$ cat config.mk
export PLATFORM = sky130hd
export DESIGN_NAME = fdc_xfer_path
export DESIGN_NICKNAME = d
export VERILOG_FILES = /design/src/rtl/fxp_pkg.sv /design/src/rtl/fxp_fifo.sv /design/src/rtl/fxp_crc.sv /design/src/rtl/fdc_xfer_path.sv
export SDC_FILE = /design/constraint.sdc
export NUM_CORES = 1
export LEC_CHECK = 0
export CORE_UTILIZATION = 53
export CTS_CLUSTER_SIZE = 20
export DETAILED_ROUTE_END_ITERATION = 8
export PLACE_DENSITY = 0.72
export RECOVER_POWER = 50
export SLEW_MARGIN = 0
export SYNTH_ARGS = -nofsm -noshare
export SYNTH_HDL_FRONTEND = slang
export SYNTH_SLANG_ARGS = --single-unit
$ cat constraint.sdc
create_clock -name clk -period 7.32 [get_ports clk]
set_input_delay 1.464 -clock clk [delete_from_list [all_inputs] [get_ports clk]]
set_output_delay 1.464 -clock clk [all_outputs]
set_load 0.02 [all_outputs]
$ cat src/rtl/fxp_pkg.sv
package fxp_pkg;
  typedef enum logic [2:0] {
    ST_IDLE, ST_XFER, ST_PAD, ST_CRC, ST_DRAIN, ST_DONE
  } fxp_state_e;

  // One byte into CRC-16 (poly 0x1021), one bit at a time, MSB first.
  function automatic logic [15:0] crc16_byte(input logic [15:0] c, input logic [7:0] d);
    logic [15:0] r;
    logic fb;
    r = c;
    for (int i = 7; i >= 0; i--) begin
      fb = r[15] ^ d[i];
      r  = {r[14:0], 1'b0} ^ (fb ? 16'h1021 : 16'h0000);
    end
    return r;
  endfunction
endpackage

$ cat src/rtl/fxp_fifo.sv
module fxp_fifo #(
  parameter int DEPTH = 16,
  localparam int AW = $clog2(DEPTH)
) (
  input  logic         clk,
  input  logic         rst_n,
  input  logic         flush,
  input  logic         push,
  input  logic [7:0]   wdata,
  input  logic         pop,
  output logic [7:0]   head,
  output logic [AW:0]  count
);
  logic [7:0]   mem [DEPTH];
  logic [AW-1:0] wp, rp;

  assign head = mem[rp];

  always_ff @(posedge clk) begin
    if (push) mem[wp] <= wdata;
  end

  always_ff @(posedge clk or negedge rst_n) begin
    if (!rst_n) begin
      wp <= '0; rp <= '0; count <= '0;
    end else if (flush) begin
      wp <= '0; rp <= '0; count <= '0;
    end else begin
      if (push) wp <= (wp == AW'(DEPTH - 1)) ? '0 : wp + 1'b1;
      if (pop)  rp <= (rp == AW'(DEPTH - 1)) ? '0 : rp + 1'b1;
      count <= count + (AW+1)'(push) - (AW+1)'(pop);
    end
  end

  AST_NO_OVERFLOW: assert property (@(posedge clk) disable iff (!rst_n)
    (count == (AW+1)'(DEPTH) && !pop) |-> !push);
  AST_NO_UNDERFLOW: assert property (@(posedge clk) disable iff (!rst_n)
    (count == '0) |-> !pop);
endmodule

$ cat src/rtl/fxp_crc.sv
module fxp_crc (
  input  logic        clk,
  input  logic        rst_n,
  input  logic        clear,
  input  logic        en,
  input  logic [7:0]  din,
  output logic [15:0] crc
);
  import fxp_pkg::*;
  always_ff @(posedge clk or negedge rst_n) begin
    if (!rst_n)     crc <= 16'hFFFF;
    else if (clear) crc <= 16'hFFFF;
    else if (en)    crc <= crc16_byte(crc, din);
  end
endmodule

$ cat src/rtl/fdc_xfer_path.sv
module fdc_xfer_path #(
  parameter int DEPTH        = 16,
  parameter int SECTOR_BYTES = 16,
  localparam int AW = $clog2(DEPTH),
  localparam int SW = $clog2(SECTOR_BYTES + 1)
) (
  input  logic          clk,
  input  logic          rst_n,
  input  logic          cmd_start,
  input  logic          cmd_write,
  input  logic          cfg_fifo_en,
  input  logic          cfg_dma_en,
  input  logic          cfg_verify,
  input  logic [AW-1:0] cfg_thresh,
  input  logic          dma_ack_n,
  input  logic [7:0]    host_wdata,
  output logic [7:0]    host_rdata,
  output logic          drq,
  input  logic          dsk_rx_valid,
  input  logic [7:0]    dsk_rx_data,
  input  logic          dsk_tx_req,
  output logic [7:0]    dsk_tx_data,
  input  logic          term_count,
  output logic          busy,
  output logic          overrun,
  output logic          underrun,
  output logic          done
);
  import fxp_pkg::*;

  fxp_state_e    state, nxt;
  logic          m_wr, m_fen, m_ver;
  logic [AW-1:0] m_thr;
  logic          tc_seen, crc_idx;
  logic [SW-1:0] sec_cnt;
  logic [AW:0]   fcnt;
  logic [7:0]    head, tx_byte;
  logic [15:0]   crc;

  // Named internal events
  logic full_eff, empty, host_acc, wr_x, rd_x, rd_act;
  logic ev_push, ev_pop, ev_ovr, ev_udr, crc_en, crc_clr, sec_step, sec_last, crc_end, term;

  assign full_eff = m_fen ? (fcnt == (AW+1)'(DEPTH)) : (fcnt != '0);
  assign empty    = (fcnt == '0);
  assign host_acc = !dma_ack_n;
  assign wr_x     = (state == ST_XFER) && m_wr;
  assign rd_x     = (state == ST_XFER) && !m_wr;
  assign rd_act   = !m_wr && (state == ST_XFER || state == ST_DRAIN);

  assign ev_push  = (wr_x && host_acc && !full_eff) || (rd_x && dsk_rx_valid && !full_eff);
  assign ev_pop   = (wr_x && dsk_tx_req && !empty) || (rd_act && host_acc && !empty);
  assign ev_ovr   = (wr_x && host_acc && full_eff) || (rd_x && dsk_rx_valid && full_eff);
  assign ev_udr   = (wr_x && dsk_tx_req && empty) || (rd_x && host_acc && empty);

  assign crc_en   = m_wr && dsk_tx_req && (state == ST_XFER || state == ST_PAD);
  assign crc_end  = (state == ST_CRC) && dsk_tx_req && crc_idx;
  assign crc_clr  = cmd_start || crc_end;
  assign sec_step = crc_en || (rd_x && dsk_rx_valid && !full_eff);
  assign sec_last = sec_step && (sec_cnt == SW'(SECTOR_BYTES - 1));
  assign term     = tc_seen || term_count || overrun || underrun;

  always_comb begin
    case (state)
      ST_XFER: tx_byte = empty ? 8'h00 : head;
      ST_CRC:  tx_byte = crc_idx ? crc[7:0] : crc[15:8];
      default: tx_byte = 8'h00;
    endcase
  end
  assign dsk_tx_data = m_wr ? tx_byte : 8'h00;
  assign host_rdata  = (!m_wr && !m_ver) ? head : 8'h00;

  always_comb begin
    drq = 1'b0;
    if (cfg_dma_en) begin
      if (wr_x)                  drq = !full_eff && (fcnt <= (AW+1)'(m_thr));
      else if (rd_x)             drq = m_fen ? (fcnt > (AW+1)'(m_thr)) : !empty;
      else if (state == ST_DRAIN) drq = !empty;
    end
  end

  always_comb begin
    nxt = state;
    case (state)
      ST_IDLE:  nxt = ST_IDLE;
      ST_XFER:
        if (m_wr) begin
          if (sec_last)              nxt = ST_CRC;
          else if (ev_ovr || ev_udr) nxt = ST_PAD;
        end else if (ev_ovr || ev_udr || (sec_last && (tc_seen || term_count))) begin
          nxt = ST_DRAIN;
        end
      ST_PAD:   if (sec_last) nxt = ST_CRC;
      ST_CRC:   if (crc_end) nxt = term ? ST_DONE : ST_XFER;
      ST_DRAIN: if (empty) nxt = ST_DONE;
      ST_DONE:  nxt = ST_IDLE;
      default:  nxt = ST_IDLE;
    endcase
    if (cmd_start) nxt = ST_XFER;
  end

  always_ff @(posedge clk or negedge rst_n) begin
    if (!rst_n) begin
      state <= ST_IDLE; m_wr <= 1'b0; m_fen <= 1'b1; m_ver <= 1'b0; m_thr <= '0;
      tc_seen <= 1'b0; crc_idx <= 1'b0; sec_cnt <= '0; overrun <= 1'b0; underrun <= 1'b0;
    end else begin
      state <= nxt;
      if (cmd_start) begin
        m_wr <= cmd_write; m_fen <= cfg_fifo_en; m_ver <= cfg_verify; m_thr <= cfg_thresh;
        tc_seen <= 1'b0; crc_idx <= 1'b0; sec_cnt <= '0; overrun <= 1'b0; underrun <= 1'b0;
      end else begin
        if (busy && term_count) tc_seen <= 1'b1;
        if (ev_ovr) overrun <= 1'b1;
        if (ev_udr) underrun <= 1'b1;
        if (state == ST_CRC && dsk_tx_req) crc_idx <= !crc_idx;
        if (sec_last)      sec_cnt <= '0;
        else if (sec_step) sec_cnt <= sec_cnt + 1'b1;
      end
    end
  end

  assign busy = (state != ST_IDLE);
  assign done = (state == ST_DONE);

  fxp_fifo #(.DEPTH(DEPTH)) u_fifo (
    .clk(clk), .rst_n(rst_n), .flush(cmd_start),
    .push(ev_push), .wdata(m_wr ? host_wdata : dsk_rx_data),
    .pop(ev_pop), .head(head), .count(fcnt)
  );

  fxp_crc u_crc (
    .clk(clk), .rst_n(rst_n), .clear(crc_clr), .en(crc_en),
    .din(tx_byte), .crc(crc)
  );

  AST_IDLE_QUIET: assert property (@(posedge clk) disable iff (!rst_n)
    !busy |-> !drq);
  AST_FLUSH_ON_START: assert property (@(posedge clk) disable iff (!rst_n)
    cmd_start |=> (fcnt == '0));
  AST_CRC_PAIR: assert property (@(posedge clk) disable iff (!rst_n)
    (state == ST_CRC && dsk_tx_req && !crc_idx && !cmd_start) |=> (state == ST_CRC));
  AST_ABORT_NO_DRQ: assert property (@(posedge clk) disable iff (!rst_n)
    (busy && m_wr && (overrun || underrun)) |-> !drq);
  AST_DONE_DRAINED: assert property (@(posedge clk) disable iff (!rst_n)
    (done && !m_wr) |-> (fcnt == '0));
endmodule

Word-level counts from Yosys, hierarchy flattened
Memory sizes are Yosys's and may differ from the RTL's. Index checks and enable logic that the tools add are counted.

Output and inout port bits: 21. Bits in writable memories: 128. Word-level logic and storage cells: 160. Register bits: 48. Memories: 1.

Memory list: u_fifo.mem (depth 16, width 8, read ports 1, clocked after Yosys merged registers in 0, write ports 1, RTL line fxp_fifo.sv:14) `logic [7:0] mem [DEPTH];`.

Eq/ne operators: 14. Mux-type cells: 52. Reductions and logical operators: 56. Add/sub/neg operators: 5. Bitwise gates (word level): 16. Magnitude comparators: 2.

Operators with widths (number): 16-bit bitwise XOR (8); 13-bit two-way mux (8); 8-bit two-way mux (5); 16-bit two-way mux (2); 3-bit two-way mux (9); 1-bit logical AND (25); 4-bit two-way mux (6); 5-bit two-way mux (4); 1-bit two-way mux (16); 8-bit one-hot mux with 2 select lines (1); 2-bit nonzero test (7); 1-bit logical OR (13); 3-bit one-hot mux with 4 select lines (1); 3-bit != test (second input constant) (3); 4-bit by 1-bit adder with 4-bit output (second input constant) (2); 4-bit equality test (second input constant) (2); 1-bit bitwise XOR (8); 3-bit by 2-bit equality test with 1-bit output (second input constant) (2); 3-bit equality test (second input constant) (2); 1-bit logical NOT (6); 3-bit nonzero test (2); 5-bit by 1-bit adder with 5-bit output (1); 5-bit by 1-bit adder with 5-bit output (second input constant) (1); 5-bit by 4-bit equality test with 1-bit output (second input constant) (1); 10 further kinds (10).

Logic depth before layout (Yosys ltp)
Gate-level depths: netlist of run 1.

Depth after elaboration: 29. Mapped depth: 14. Mapped depth without buffers: 14.

By module
From an unflattened synthesis of run 1, not the netlist that was laid out.

Cell total of the unflattened synthesis: 623. Area, all modules: 8496.9 µm².

Modules (own cells, without submodules): fxp_fifo (area an instance 5781.8 µm², times used 1, sequential area each 4169.0 µm², cells an instance 337); fdc_xfer_path (area an instance 1672.9 µm², times used 1, sequential area each 476.7 µm², cells an instance 206); fxp_crc (area an instance 1042.2 µm², times used 1, sequential area each 420.4 µm², cells an instance 80).

Worst setup path after synthesis of run 1
OpenSTA, ideal clock, no wires.

Kind: input -> register. Start point: input port dma_ack_n. End point: register u_fifo.count[4]. Stages on the path: 13. Library setup time: 136 ps. Slack: 3666 ps. Data arrival time: 3517 ps. Path buffers: 0. Cell sequence: nor4b_1 a21oi_1 nor3_1 ha_1 inv_1 ha_1 inv_1 fa_1 inv_1 a21oi_1 nor2_1 or3_1 a21oi_1.

Word-level cells in the longest chain between the ends: 7.

Ends and longest elaborated chain: start, declared (RTL line fdc_xfer_path.sv:15) `input logic dma_ack_n,`; 1-bit logical NOT (*) (RTL line fdc_xfer_path.sv:46) `assign host_acc = !dma_ack_n;`; 1-bit logical AND (2 in series) (RTL line fdc_xfer_path.sv:51) `assign ev_push = (wr_x && host_acc && !full_eff) || (rd_x && dsk_rx_valid && !full_eff);`; 1-bit logical OR (RTL line fdc_xfer_path.sv:51); 5-bit by 1-bit adder with 5-bit output (RTL line fxp_fifo.sv:31) `count <= count + (AW+1)'(push) - (AW+1)'(pop);`; 5-bit by 1-bit subtractor with 5-bit output (*) (RTL line fxp_fifo.sv:31); 5-bit two-way mux (*) (RTL line fxp_fifo.sv:26) `end else if (flush) begin`; end signal, assigned (RTL line fxp_fifo.sv:31); end, declared (RTL line fxp_fifo.sv:12) `output logic [AW:0] count`.

Mark *: on every way between the ends. The rest lies on a longest branch, timed or not. A chain may end at the register's enable or synchronous reset.

Worst setup path in the final report of run 1
Start point: register u_fifo.rp[1]. End point: output port dsk_tx_data[7].

Word-level cells in the longest chain between the ends: 4.

Ends and longest elaborated chain: start, declared (RTL line fxp_fifo.sv:15) `logic [AW-1:0] wp, rp;`; start signal, assigned (RTL line fxp_fifo.sv:30) `if (pop) rp <= (rp == AW'(DEPTH - 1)) ? '0 : rp + 1'b1;`; memory read 16 x 8 bit; 8-bit two-way mux (RTL line fdc_xfer_path.sv:65) `ST_XFER: tx_byte = empty ? 8'h00 : head;`; 8-bit one-hot mux with 2 select lines (RTL line fdc_xfer_path.sv:64) `case (state)`; 8-bit two-way mux (RTL line fdc_xfer_path.sv:70) `assign dsk_tx_data = m_wr ? tx_byte : 8'h00;`; end, declared (RTL line fdc_xfer_path.sv:22) `output logic [7:0] dsk_tx_data,`.

Every way passes these cells.

==> results of run 1 <==
[cell type report]
| class | instances | area [sq um] | share of cell area [%] |
|---|---|---|---|
| sequential | 176 | 5070 | 52.9 |
| multi-input combinational | 385 | 3070 | 32.1 |
| timing repair buffer | 55 | 531 | 5.54 |
| clock buffer | 17 | 425 | 4.44 |
| tap | 211 | 264 | 2.76 |
| clock inverter | 15 | 145 | 1.52 |
| inverter | 19 | 71.3 | 0.745 |
[worst max-delay path: stages (launching register included)]
cell and delay [ns]:
dfrtp_2 1.08, mux2i_1 0.20, a22o_1 0.31, nor4_1 0.65, a21oi_2 0.20, nor2_1 0.13, clkdlybuf4s50_1 0.62
[report_power, final]
| group | switching, mW | leakage, nW | total [mW] | internal [mW] |
|---|---|---|---|---|
| sequential | 0.0997 | 1.74 | 1.27 | 1.17 |
| combinational | 0.608 | 1.32 | 1.11 | 0.499 |
| clock | 0.421 | 0.280 | 0.873 | 0.452 |
| total | 1.13 | 3.34 | 3.25 | 2.12 |
[synthesized netlist by cell type, drive strengths merged, types with 4 or more instances]
library cell  instances  area, sq um
and2                  4         25.0
or3b                  4         35.0
o22ai                 7         43.8
or3                   7         43.8
mux4                 22          495
ha                   16          200
nor2                 52          195
nor3                 13         65.1
a21oi                21          116
xnor2                18          203
nand4                 9         56.3
inv                  18         67.6
buf                  15         91.3
a31oi                 6         37.5
mux2i                23          230
dfrtp                31          776
dfstp                17          447
mux2                 29          327
a211oi                4         30.0
o211ai               12         90.1
nand2b               10         62.6
nor2b                10         62.6
clkbuf               17         63.8
o21ai                11         55.1
xor2                 10         87.6
edfxtp              128         3840
nand2                45          169
nand3                16         80.1
[metrics by stage]
step	setup slack, ns	hold WS [ns]	instances	instance area (sq um)	utilization, %
floorplan	3.67	0.472	612	8360	-
global placement	2.72	0.486	846	9010	58.8
detailed placement	2.63	0.500	846	9010	58.8
CTS	2.20	0.513	878	9580	62.5
global route	1.97	0.530	878	9570	62.5
finish	2.21	0.511	878	9570	62.5
[worst min path at each step]
stage / cells after the start / slack, ns / from / end
2_1_floorplan: 1 / 0.47 / m_ver / m_ver
3_3_place_gp: 1 / 0.49 / m_ver / m_ver
3_5_place_dp: 2 / 0.50 / u_crc.crc[4] / u_crc.crc[4]
4_1_cts: 2 / 0.51 / u_crc.crc[2] / u_crc.crc[2]
5_1_grt: 2 / 0.53 / u_crc.crc[0] / u_crc.crc[0]
6_report: 2 / 0.51 / u_crc.crc[2] / u_crc.crc[2]
[cells by family (layout without fill, tap and decap cells)]
group                    count (synthesis)  count (layout)  share of synthesized area (%)
XOR/XNOR                                30              30                           4.02
multiplexers                            74              74                           12.6
AO/OA/AOI/OAI                           80              80                           6.36
flip-flops                             176             176                           60.6
buffers and inverters                   51             106                           2.71
AND/OR/NAND/NOR                        184             184                           11.1
adder cells (fa/ha/maj)                 17              17                           2.63
[sequential cells by signal, indices dropped and copies added, names as in the netlist, 3 cells and up]
signal and cells:
m_thr 4, sec_cnt 5, state 3, u_crc.crc 16, u_fifo.count 5, u_fifo.mem 128, u_fifo.rp 4, u_fifo.wp 4
[routing by layer]
metal / vias to the layer above / part of all wire, % / GRT usage (%) / wire, um
li1: 2371 / - / - / -
met1: 2570 / 43 / 31.7 / 7860
met2: 189 / 49 / 40.2 / 8930
met3: 20 / 6.0 / 4.82 / 1080
met4: 0 / 1.3 / 6.99 / 241
met5: - / 0 / 0 / 0
==> impl_metrics.py, run 1 <==
metrics = {
    "critical_path": {
        "crit_fanout": 46,
        "start_kind": "flop",
        "cp.required_ns": 5.86,
        "cp-endpoint": "dsk_tx_data[7]",
        "r2r_start": "state[0]",
        "cp.arrival_ns": 3.65,
        "r2r_end": "u_fifo.mem[0][2]",
        "crit_start": "u_fifo.rp[1]",
        "r2r_slack_ns": 3.59,
        "r2r_cells": 5,
        "critical_path_class": "reg2out",
        "critPathCaptureType": "primary output",
    },
    "global_routing": {
        "antenna_found_initial": 0,
        "grt_max_degree": 49,
        "grt_pass1_vias": 5252,
        "grt_use_total_pct": 23.9,
        "grt_overflow": 0,
        "grt_pass1_wl_um": 28700,
    },
    "cells_and_area": {
        "drive_above_1_share_pct": 16.5,
        "area_growth_syn_to_layout_pct": 14.5,
        "diodes": 0,
        "n_fill_cell": 1150,
        "layout.nets": 702,
        "final_common_cell": "edfxtp_1",
        "mostFrequentLayoutCells": "edfxtp_1 (128), nor2_1 (52), nand2_1 (45)",
    },
    "yosys": {
        "synth_nets": 660,
        "async_flop_share_pct": 27.3,
        "avgSynthCellArea_sq_um": 13.7,
        "synthCells": 612,
        "ys_warn_count": 0,
        "synth_flop_cell": "edfxtp_1",
        "synth-seq-cells": 176,
        "synth-seq-area-share_pct": 60.6,
        "syn_area_sq_um": 8360,
        "synth-edff-count": 128,
        "yosys.cell_types.count": 63,
    },
    "cts": {
        "clockBufferDepth": 2,
        "clkLatencyLatePin_ns": 0.43,
        "clockRootBuffer": "clkbuf_16",
        "cts_tree": "yes",
        "clk_transition_reported_paths_ns": 0.07,
        "post_cts_resized": 0,
        "htree_levels": 4,
        "cts_buffers": 17,
        "cts_num_sinks": 176,
        "post_cts_buffers": 0,
        "hold_buffers": 0,
    },
    "sta": {
        "maxSlewViolCount": 89,
        "final-setup-viol-count": 0,
        "relSlewSlack_pct": -75.4,
        "fmax_mhz": 196,
        "worst_pin_slew_ns": 2.63,
        "hold_violations": 0,
        "min_period_ns": 5.11,
        "fin_skew_ns": 0.00857,
        "rsz0062_at_grt": "no",
        "finalCritPeriodShare_pct": 69.8,
        "timing.setup.tns_ns": 0,
    },
    "power": {
        "powerDensity_nw_per_um2": 339,
        "max-vdd-ir-drop_v": 0.000215,
        "power.total_mw": 3.25,
        "cellLeakagePower_nw": 3.34,
    },
    "route": {
        "wl_per_cell_um": 20.6,
        "vias_per_cell": 5.87,
        "drt-initial-drc-count": 457,
        "dr.pass1.iters": 5,
        "drc": 0,
        "wl_um": 18100,
        "ant_nets": 0,
        "vias": 5150,
    },
    "run": {
        "maxCapViolations": 2,
    },
    "die": {
        "die_h_um": 128,
        "initial_core_util_pct": 54.6,
        "ios": 52,
        "coreArea_sq_um": 15300,
        "die_w_um": 128,
        "dieArea_sq_um": 16300,
        "row_count": 45,
    },
    "outcome": {
        "violations": "capacitance limit, slew limit",
        "outcome": "complete, but fails checks",
    },
    "hold_path": {
        "min_path_type": "reg2reg",
    },
    "placed_design": {
        "gp_congestion": 0.847,
        "port_buffers": 51,
        "dp_hpwl_um": 12000,
    },
}
Note: power is estimated with default switching activity, not from simulation.
==> run 2, diff against run 1 <==
PLACE_DENSITY = 0.75   (was 0.72)
clock period = 4.3 ns   (was 7.32 ns; I/O delays follow)
==> impl_metrics.py, run 2 (same netlist as run 1, synthesis figures left out) <==
metrics = {
    "global_routing": {
        "grt_max_degree": 49,
        "grt_use_total_pct": 24.4,
        "grt_pass1_vias": 5423,
        "grt_pass1_wl_um": 29200,
        "grt_overflow": 0,
        "antenna_found_initial": 0,
    },
    "outcome": {
        "outcome": "complete, but fails checks",
        "violations": "capacitance limit, slew limit",
    },
    "sta": {
        "timing.setup.tns_ns": 0,
        "rsz0062_at_grt": "no",
        "min_period_ns": 4.05,
        "fmax_mhz": 247,
        "fin_skew_ns": 0.00898,
        "finalCritPeriodShare_pct": 94.2,
        "worst_pin_slew_ns": 2.78,
        "relSlewSlack_pct": -85.1,
        "maxSlewViolCount": 88,
        "hold_violations": 0,
        "final-setup-viol-count": 0,
    },
    "cts": {
        "hold_buffers": 0,
        "cts_tree": "yes",
        "clockRootBuffer": "clkbuf_16",
        "clockBufferDepth": 2,
        "post_cts_buffers": 0,
        "clk_transition_reported_paths_ns": 0.07,
        "post_cts_resized": 0,
        "clkLatencyLatePin_ns": 0.44,
        "cts_buffers": 17,
        "htree_levels": 4,
        "cts_num_sinks": 176,
    },
    "die": {
        "die_w_um": 128,
        "initial_core_util_pct": 54.6,
        "die_h_um": 128,
        "coreArea_sq_um": 15300,
        "row_count": 45,
        "dieArea_sq_um": 16300,
        "ios": 52,
    },
    "route": {
        "ant_nets": 0,
        "wl_per_cell_um": 20.9,
        "vias_per_cell": 5.95,
        "drt-initial-drc-count": 564,
        "drc": 0,
        "vias": 5305,
        "dr.pass1.iters": 5,
        "wl_um": 18700,
    },
    "critical_path": {
        "critical_path_class": "reg2out",
        "crit_family": "buffers and inverters",
        "critPathCaptureType": "primary output",
        "slowest_delay_ns": 0.62,
        "start_kind": "flop",
        "crit_chain": "buf_4, mux4_2, nor2b_1, nor4_1, a21oi_2, nor2_1, clkdlybuf4s50_1",
        "cp.arrival_ns": 3.19,
        "crit_fanout": 15,
        "slowest_stage": "nor4_1",
        "path_buf_inv": 2,
        "cp.required_ns": 3.44,
    },
    "cells_and_area": {
        "drive_above_1_share_pct": 18.1,
        "final_common_cell": "edfxtp_1",
        "area_growth_syn_to_layout_pct": 16.2,
        "layout.nets": 716,
        "final_util_pct": 63.5,
        "mostFrequentLayoutCells": "edfxtp_1 (128), nor2_1 (52), nand2_1 (45)",
        "largest_register": "u_fifo.mem",
        "largest_reg_flops": 128,
        "diodes": 0,
        "reg_top3": "u_fifo.mem (128), u_crc.crc (16)",
    },
    "power": {
        "max-vdd-ir-drop_v": 0.000380,
        "powerDensity_nw_per_um2": 584,
        "cellLeakagePower_nw": 3.43,
    },
    "run": {
        "maxCapViolations": 2,
    },
    "placed_design": {
        "port_buffers": 51,
        "dp_hpwl_um": 12600,
        "gp_congestion": 0.810,
    },
    "hold_path": {
        "min_path_type": "reg2reg",
    },
}
[run 2: changes by cell type in the layout (fill, tap and decap cells not counted)]
| cell | previous run | this run |
|---|---|---|
| clkinv_4 | 2 | 0 |
| inv_8 | 5 | 2 |
| buf_4 | 3 | 16 |
| clkinv_2 | 2 | 1 |
| buf_12 | 0 | 1 |
| inv_6 | 2 | 5 |
| bufinv_16 | 0 | 2 |
[run 2: power breakdown]
part | switching, mW | internal (mW) | leakage [nW]
Clock | 0.700 | 0.876 | 0.292
Combinational | 1.08 | 0.890 | 1.40
Sequential | 0.144 | 1.99 | 1.74
Total | 1.92 | 3.76 | 3.43
[run 2: worst reg2reg max path: cells and delay by family (launching register included)]
| family | cells | cell delay, ns |
|---|---|---|
| flops | 1 | 0.41 |
| simple gates | 3 | 1.04 |
| compound gates | 4 | 0.80 |
| fa+ha+maj | 1 | 0.18 |
| buf+inv | 1 | 0.09 |
| mux | 1 | 0.38 |
[run 2: layout make-up]
type | count | area, sq um
Multi-Input combinational cell | 385 | 3070
Inverter | 19 | 71.3
Clock buffer | 17 | 425
Clock inverter | 14 | 175
Sequential cell | 176 | 5070
Fill cell | 1121 | 5590
Timing Repair Buffer | 69 | 648
Tap cell | 211 | 264
[run 2: final timing paths]
| check | start | to | slack, ns | cells after the start |
|---|---|---|---|---|
| worst max-delay path | u_fifo.rp[1] | dsk_tx_data[7] | 0.25 | 7 |
| worst min-delay path | u_crc.crc[1] | u_crc.crc[1] | 0.51 | 2 |
| worst max register to register | u_fifo.count[2] | state[0] | 1.27 | 10 |
| worst min register to register | u_crc.crc[1] | u_crc.crc[1] | 0.51 | 2 |
| max in group asynchronous | rst_n | u_fifo.rp[1] | 1.22 | 1 |
| min in group asynchronous | rst_n | m_thr[1] | 1.31 | 1 |
[run 2: layer usage]
metal  up-vias  track usage, %  part of all wire, %
met5         -               0                    0
li1       2394               -                    -
met4         0            9.00                  2.4
met1      2633            30.7                   42
met2       237            40.9                   50
met3        41            6.45                  6.2
[run 2: stage by stage]
step	power [mW]	instances	cell area (sq um)	hold slack, ns	setup WS, ns
final	5.68	891	9720	0.508	0.249
after global routing	5.95	891	9720	0.529	0.0400
after CTS	5.70	891	9730	0.508	0.221
after detailed placement	4.12	860	9130	0.499	0.700
after global placement	4.06	860	9130	0.494	0.757
after floorplan	3.58	612	8360	0.472	1.25
